`src/rtl/bwc_pkg.sv`:
```
package bwc_pkg;

  typedef enum logic [1:0] {
    RG_INTMEM = 2'd0,
    RG_SFR    = 2'd1,
    RG_EXT    = 2'd2,
    RG_EXT2   = 2'd3
  } region_e;

  typedef enum logic [1:0] {
    ST_IDLE   = 2'd0,
    ST_ACCESS = 2'd1,
    ST_WAIT   = 2'd2,
    ST_DONE   = 2'd3
  } state_e;

  typedef struct packed {
    logic dram;
    logic wr;
    logic lane_lo;
    logic lane_hi;
  } strobe_cfg_t;

endpackage

```
`src/rtl/bwc_wait_resolve.sv`:
```
module bwc_wait_resolve #(
  parameter int N_AREAS = 4,
  parameter int WAIT_W  = 2,
  localparam int AREA_W = $clog2(N_AREAS)
) (
  input  logic [1:0]              region_i,
  input  logic [AREA_W-1:0]       area_i,
  input  logic                    wr_i,
  input  logic                    mux_bus_i,
  input  logic                    wait_en_i,
  input  logic                    int_wait_i,
  input  logic [N_AREAS*WAIT_W-1:0] area_wait_i,
  output logic [WAIT_W-1:0]       waits_o
);
  import bwc_pkg::*;

  localparam logic [WAIT_W-1:0] MUX_FLOOR = WAIT_W'(2);
  localparam logic [WAIT_W-1:0] WR_FLOOR  = WAIT_W'(1);
  localparam logic [WAIT_W-1:0] SFR_WAITS = WAIT_W'(1);

  function automatic logic [WAIT_W-1:0] raise_to(input logic [WAIT_W-1:0] v,
                                                 input logic [WAIT_W-1:0] lo);
    return (v < lo) ? lo : v;
  endfunction

  logic [WAIT_W-1:0] setting_arr [N_AREAS];

  for (genvar a = 0; a < N_AREAS; a++) begin : g_area
    assign setting_arr[a] = area_wait_i[a*WAIT_W +: WAIT_W];
  end

  logic [WAIT_W-1:0] ext_sel;
  logic [WAIT_W-1:0] ext_floor;

  always_comb begin
    ext_sel   = wait_en_i ? setting_arr[area_i] : '0;
    ext_floor = mux_bus_i ? MUX_FLOOR : (wr_i ? WR_FLOOR : '0);
    case (region_e'(region_i))
      RG_INTMEM: waits_o = WAIT_W'(int_wait_i);
      RG_SFR:    waits_o = SFR_WAITS;
      default:   waits_o = raise_to(ext_sel, ext_floor);
    endcase
  end

endmodule

```
`src/rtl/bwc_seq.sv`:
```
module bwc_seq #(
  parameter int WAIT_W = 2
) (
  input  logic              clk,
  input  logic              rst_n,
  input  logic              req_i,
  input  logic [WAIT_W-1:0] waits_i,
  output logic              accept_o,
  output logic              busy_o,
  output logic              done_o
);
  import bwc_pkg::*;

  state_e            state_q, state_d;
  logic [WAIT_W-1:0] cnt_q, cnt_d;

  assign accept_o = req_i && (state_q == ST_IDLE);

  always_comb begin
    state_d = state_q;
    cnt_d   = cnt_q;
    case (state_q)
      ST_IDLE: begin
        if (accept_o) begin
          if (waits_i == '0) begin
            state_d = ST_DONE;
          end else begin
            state_d = ST_ACCESS;
            cnt_d   = waits_i - WAIT_W'(1);
          end
        end
      end
      ST_ACCESS, ST_WAIT: begin
        if (cnt_q == '0) begin
          state_d = ST_DONE;
        end else begin
          state_d = ST_WAIT;
          cnt_d   = cnt_q - WAIT_W'(1);
        end
      end
      default: state_d = ST_IDLE;
    endcase
  end

  always_ff @(posedge clk or negedge rst_n) begin
    if (!rst_n) begin
      state_q <= ST_IDLE;
      cnt_q   <= '0;
    end else begin
      state_q <= state_d;
      cnt_q   <= cnt_d;
    end
  end

  assign busy_o = (state_q != ST_IDLE);
  assign done_o = (state_q == ST_DONE);

endmodule

```
`src/rtl/bwc_dram_strobe.sv`:
```
module bwc_dram_strobe (
  input  logic       clk,
  input  logic       rst_n,
  input  logic       accept_i,
  input  logic       busy_i,
  input  logic       dram_en_i,
  input  logic       dram_hit_i,
  input  logic       wr_i,
  input  logic       bus16_i,
  input  logic [1:0] ben_i,
  output logic       ras_n_o,
  output logic       casl_n_o,
  output logic       cash_n_o,
  output logic       dw_n_o
);
  import bwc_pkg::*;

  strobe_cfg_t cfg_q, cfg_d;

  always_comb begin
    cfg_d.dram    = dram_en_i && dram_hit_i;
    cfg_d.wr      = wr_i;
    cfg_d.lane_lo = bus16_i ? ben_i[0] : 1'b1;
    cfg_d.lane_hi = bus16_i ? ben_i[1] : 1'b0;
  end

  always_ff @(posedge clk or negedge rst_n) begin
    if (!rst_n) cfg_q <= '0;
    else if (accept_i) cfg_q <= cfg_d;
  end

  logic live;
  assign live     = busy_i && cfg_q.dram;
  assign ras_n_o  = !live;
  assign dw_n_o   = !(live && cfg_q.wr);
  assign casl_n_o = !(live && cfg_q.lane_lo);
  assign cash_n_o = !(live && cfg_q.lane_hi);

endmodule

```
`src/rtl/bus_wait_ctrl.sv`:
```
module bus_wait_ctrl #(
  parameter int N_AREAS = 4,
  parameter int WAIT_W  = 2,
  localparam int AREA_W = $clog2(N_AREAS)
) (
  input  logic                      clk,
  input  logic                      rst_n,
  input  logic                      req_i,
  input  logic [1:0]                region_i,
  input  logic [AREA_W-1:0]         area_i,
  input  logic                      wr_i,
  input  logic [1:0]                ben_i,
  input  logic                      bus16_i,
  input  logic                      mux_bus_i,
  input  logic                      wait_en_i,
  input  logic                      int_wait_i,
  input  logic [N_AREAS*WAIT_W-1:0] area_wait_i,
  input  logic                      dram_en_i,
  input  logic                      dram_hit_i,
  output logic                      busy_o,
  output logic                      done_o,
  output logic                      ras_n_o,
  output logic                      casl_n_o,
  output logic                      cash_n_o,
  output logic                      dw_n_o
);

  logic [WAIT_W-1:0] waits_w;
  logic              accept_w;

  bwc_wait_resolve #(.N_AREAS(N_AREAS), .WAIT_W(WAIT_W)) resolve_i (
    .region_i   (region_i),
    .area_i     (area_i),
    .wr_i       (wr_i),
    .mux_bus_i  (mux_bus_i),
    .wait_en_i  (wait_en_i),
    .int_wait_i (int_wait_i),
    .area_wait_i(area_wait_i),
    .waits_o    (waits_w)
  );

  bwc_seq #(.WAIT_W(WAIT_W)) seq_i (
    .clk     (clk),
    .rst_n   (rst_n),
    .req_i   (req_i),
    .waits_i (waits_w),
    .accept_o(accept_w),
    .busy_o  (busy_o),
    .done_o  (done_o)
  );

  bwc_dram_strobe strobe_i (
    .clk       (clk),
    .rst_n     (rst_n),
    .accept_i  (accept_w),
    .busy_i    (busy_o),
    .dram_en_i (dram_en_i),
    .dram_hit_i(dram_hit_i),
    .wr_i      (wr_i),
    .bus16_i   (bus16_i),
    .ben_i     (ben_i),
    .ras_n_o   (ras_n_o),
    .casl_n_o  (casl_n_o),
    .cash_n_o  (cash_n_o),
    .dw_n_o    (dw_n_o)
  );

endmodule

```
`config.mk`:
```
export PLATFORM = sky130hd
export DESIGN_NAME = bus_wait_ctrl
export DESIGN_NICKNAME = d
export VERILOG_FILES = /design/src/rtl/bwc_pkg.sv /design/src/rtl/bwc_wait_resolve.sv /design/src/rtl/bwc_seq.sv /design/src/rtl/bwc_dram_strobe.sv /design/src/rtl/bus_wait_ctrl.sv
export SDC_FILE = /design/constraint.sdc
export NUM_CORES = 1
export LEC_CHECK = 0
export BUFFER_PORTS_ARGS = -buffer_cell sky130_fd_sc_hd__buf_2
export CAP_MARGIN = 10
export CORE_MARGIN = 1.5
export CORE_UTILIZATION = 39
export DETAILED_ROUTE_END_ITERATION = 10
export GPL_TIMING_DRIVEN = 0
export PLACE_DENSITY = 0.73
export SYNTH_ARGS = -nofsm -noshare
export SYNTH_HDL_FRONTEND = slang
export SYNTH_SLANG_ARGS = --single-unit
```
`constraint.sdc`:
```
create_clock -name clk -period 1.7 [get_ports clk]
set_clock_uncertainty 0.05 [all_clocks]
set_input_delay 0.34 -clock clk [delete_from_list [all_inputs] [get_ports clk]]
set_output_delay 0.34 -clock clk [all_outputs]
set_load 0.03 [all_outputs]
```
==> flow_summary.toml <==
[outcome]
violations = "setup timing"
status = "complete, but fails checks"

[finish]
area_delta_synth_final_pct = 45.5
n_fill_cell = 128
fin_util_pct = 63.6
layout-drive-gt1-share_pct = 48.0
nets = 130
antenna_cells = 0
layoutNonFillerInstCount = 115

[timing]
final_hold_viol_count = 0
tns_ns = -0.936
layout_setup_ws_ns = -0.343
timing.final.max_slew_violations = 0
period_needed_ns = 2.04
rsz0062_at_grt = "true"
max_slew_margin_pct = 75.6
max_freq_mhz = 490
worst_slew_pin_slew_ns = 0.363
setup_viol = 3
period_share_pct = 120

[yosys]
syn_inst = 65
synthAdderAreaFrac_pct = 8.39
muxShareOfSynthArea_pct = 11.1
synth_top_family_by_area = "compound AO/OA/AOI/OAI gates"
yosysSeqAreaShare_pct = 33.5
ys.warnings.count = 0
synthSimpleGateAreaFrac_pct = 18.9
syn_area_um2 = 597
synth_nets = 93
synthXorXnorAreaFrac_pct = 1.47
syn_avg_cell_area_um2 = 9.18
synth_seq_cells = 8
ys_types = 26
synth-compound-area-share_pct = 21.0

[power_and_ir_drop]
peakVddDrop_uv = 750
pwr-share-clk_pct = 11.4
combPwrFrac_pct = 61.3
switching_share_pct = 41.9
leakage_nw = 0.422
p_sw_uw = 524
total_power_mw = 1.25
power.density_nw_per_um2 = 1440
p_seq_share_pct = 27.3
intPower_uw = 728

[worst_setup_path]
required_ns = 1.79
cp_slowest_cell = "mux2_4"
start_kind = "input pin"
crit_path_end_kind = "flip-flop"
endpoint = "seq_i.cnt_q[0]"
worstReg2RegEnd = "seq_i.cnt_q[0]"
r2r_slack_ns = -0.13
reg2reg_from = "seq_i.state_q[0]"
worst-path-max-fanout = 3
crit_chain = "buf_8 > mux2_4 > o211ai_1 > inv_1 > ha_2 > nand2b_4 > a311oi_4 > o22a_2 > mux2_4"
rr_worst_depth = 5
startpoint = "area_i[1]"
crit_arrival_ns = 2.13
crit_top_cell = "mux2_4"
max_stage_delay_ns = 0.30
crit_type = "input pin to flip-flop"

[clock_network]
clock_latency_ns = 0.25
cts.sinks = 8
cts_tree = "done"
path_clk_slew_ns = 0.05
cts_buffers = 3
cts_buffer_depth = 2
htreeDepth = 1
clockRootBuffer = "clkbuf_4"

[floorplan]
core_area_um2 = 1370
start_util_pct = 43.7
die_w_um = 42.1
chipHeight_um = 42.1
rows = 13
die_area_um2 = 1770
io_pins = 30

[placement]
placed_cells = 109
io_buffers = 29
hpwl_um = 1120
gp_congestion = 0.731

[route]
vias = 610
routedWlPerCell_um = 12.1
totalWireLength_um = 1390
antenna_left = 0
first_pass_iters = 4
vias_per_cell = 5.30
drtIter0Drc = 16
drc = 0

[flow_run]
cap_violations = 0

[global_routing]
grt_use_met2_pct = 32.8
grt_max_degree = 9
grt_overflow = 0
gr-usage-met3_pct = 7.76
track_usage_pct = 17.7
grt_pass1_vias = 614
grt_pass1_wl_um = 2390
met1_usage_pct = 19.0
antenna_found_initial = 0
top_usage_layer = "met2"

[hold_path]
hp-class = "input pin to flip-flop"
worstHoldStart = "dram_hit_i"
[flip-flops by register name (all words and copies together), names as in the netlist]
signal,cells
seq_i.cnt_q,2
strobe_i.cfg_q,4
seq_i.state_q,2
[cells in the final DEF, fill, tap and decap left out, drive strengths merged, types with 2 or more instances in the layout]
cell type  instances
dfrtp              8
nor2b              3
nand2             12
o21ai              5
a21oi              2
inv                9
buf               31
clkbuf             3
nor2               2
o211ai             2
ha                 4
mux2               3
nand2b             2
[stage by stage]
step / hold WS, ns / worst slack (ns) / area (um2)
after floorplan: -0.00559 / -0.452 / 619
after global placement: 0.139 / -0.671 / 783
after detailed placement: 0.139 / -0.711 / 783
after CTS: 0.289 / -0.386 / 851
after global routing: 0.293 / -0.428 / 868
final: 0.284 / -0.343 / 868
[layout make-up]
cell class	count	area, um2	area share [%]
Sequential cell	8	200	23.1
Timing Repair Buffer	32	188	21.6
Multi-Input combinational cell	48	405	46.7
Inverter	9	33.8	3.89
Tap cell	15	18.8	2.16
Clock buffer	3	22.5	2.59
[cells in the mapped netlist, drive strengths merged]
cell,count,area [um2]
o32ai,1,8.76
nor2b,3,18.8
mux2,3,33.8
inv,9,33.8
o41a,1,11.3
o211ai,2,15.0
a311oi,1,26.3
or3,1,6.26
o22a,1,10.0
dfrtp,8,200
mux2i,1,10.0
nand3b,1,7.51
xnor2,1,8.76
a21oi,2,10.0
nand2b,2,12.5
ha,4,50.1
nor2,2,10.0
nor3,1,5.00
nor3b,1,7.51
o41ai,1,8.76
mux4,1,22.5
o21ai,5,28.8
a31oi,1,6.26
nand2,12,45.0
[metal layers]
metal	routed length [um]	part of all wire (%)	up-vias
met5	0	0	-
met4	0	0	0
met3	106	7.6	0
met2	727	52	34
met1	556	40	276
li1	-	-	300
[critical path, delay by kind of cell]
family | cells | cell delay (ns)
muxes | 2 | 0.58
and+or+nand+nor | 1 | 0.15
buffers and inverters | 2 | 0.17
adders and majority gates | 1 | 0.18
AOI/OAI and AO/OA | 3 | 0.72
[logic make-up after synthesis]
group | count (synthesis)
AOI/OAI and AO/OA | 15
adders and majority gates | 4
muxes | 5
DFF | 8
xor gates and xnor gates | 1
and+or+nand+nor | 23
buffers and inverters | 9
[how the worst min path moves through the flow]
stage,to,depth (start not counted)
after floorplan,seq_i.cnt_q[0],0
after global placement,seq_i.state_q[1],1
after detailed placement,seq_i.state_q[1],1
after CTS,strobe_i.cfg_q[3],3
after global routing,strobe_i.cfg_q[0],3
final,strobe_i.cfg_q[3],3
[repair_timing]
action | CTS | global route
pin swaps | 8 | 4
setup endpoints to repair | 7 | 8
buffers inserted | 2 | 0
hold buffers | 1 | 0
resized for setup | 6 | 8
hold endpoints to repair | 8 | 0
[power by group through the flow]
stage / logic, mW / clock network, mW / registers [mW]
after floorplan: 0.515 / 0 / 0.327
after global placement: 0.649 / 0 / 0.338
after detailed placement: 0.660 / 0 / 0.343
after CTS: 0.722 / 0.147 / 0.337
final: 0.767 / 0.143 / 0.341
after global routing: 0.842 / 0.159 / 0.351
(Power assumes the default switching activity.)
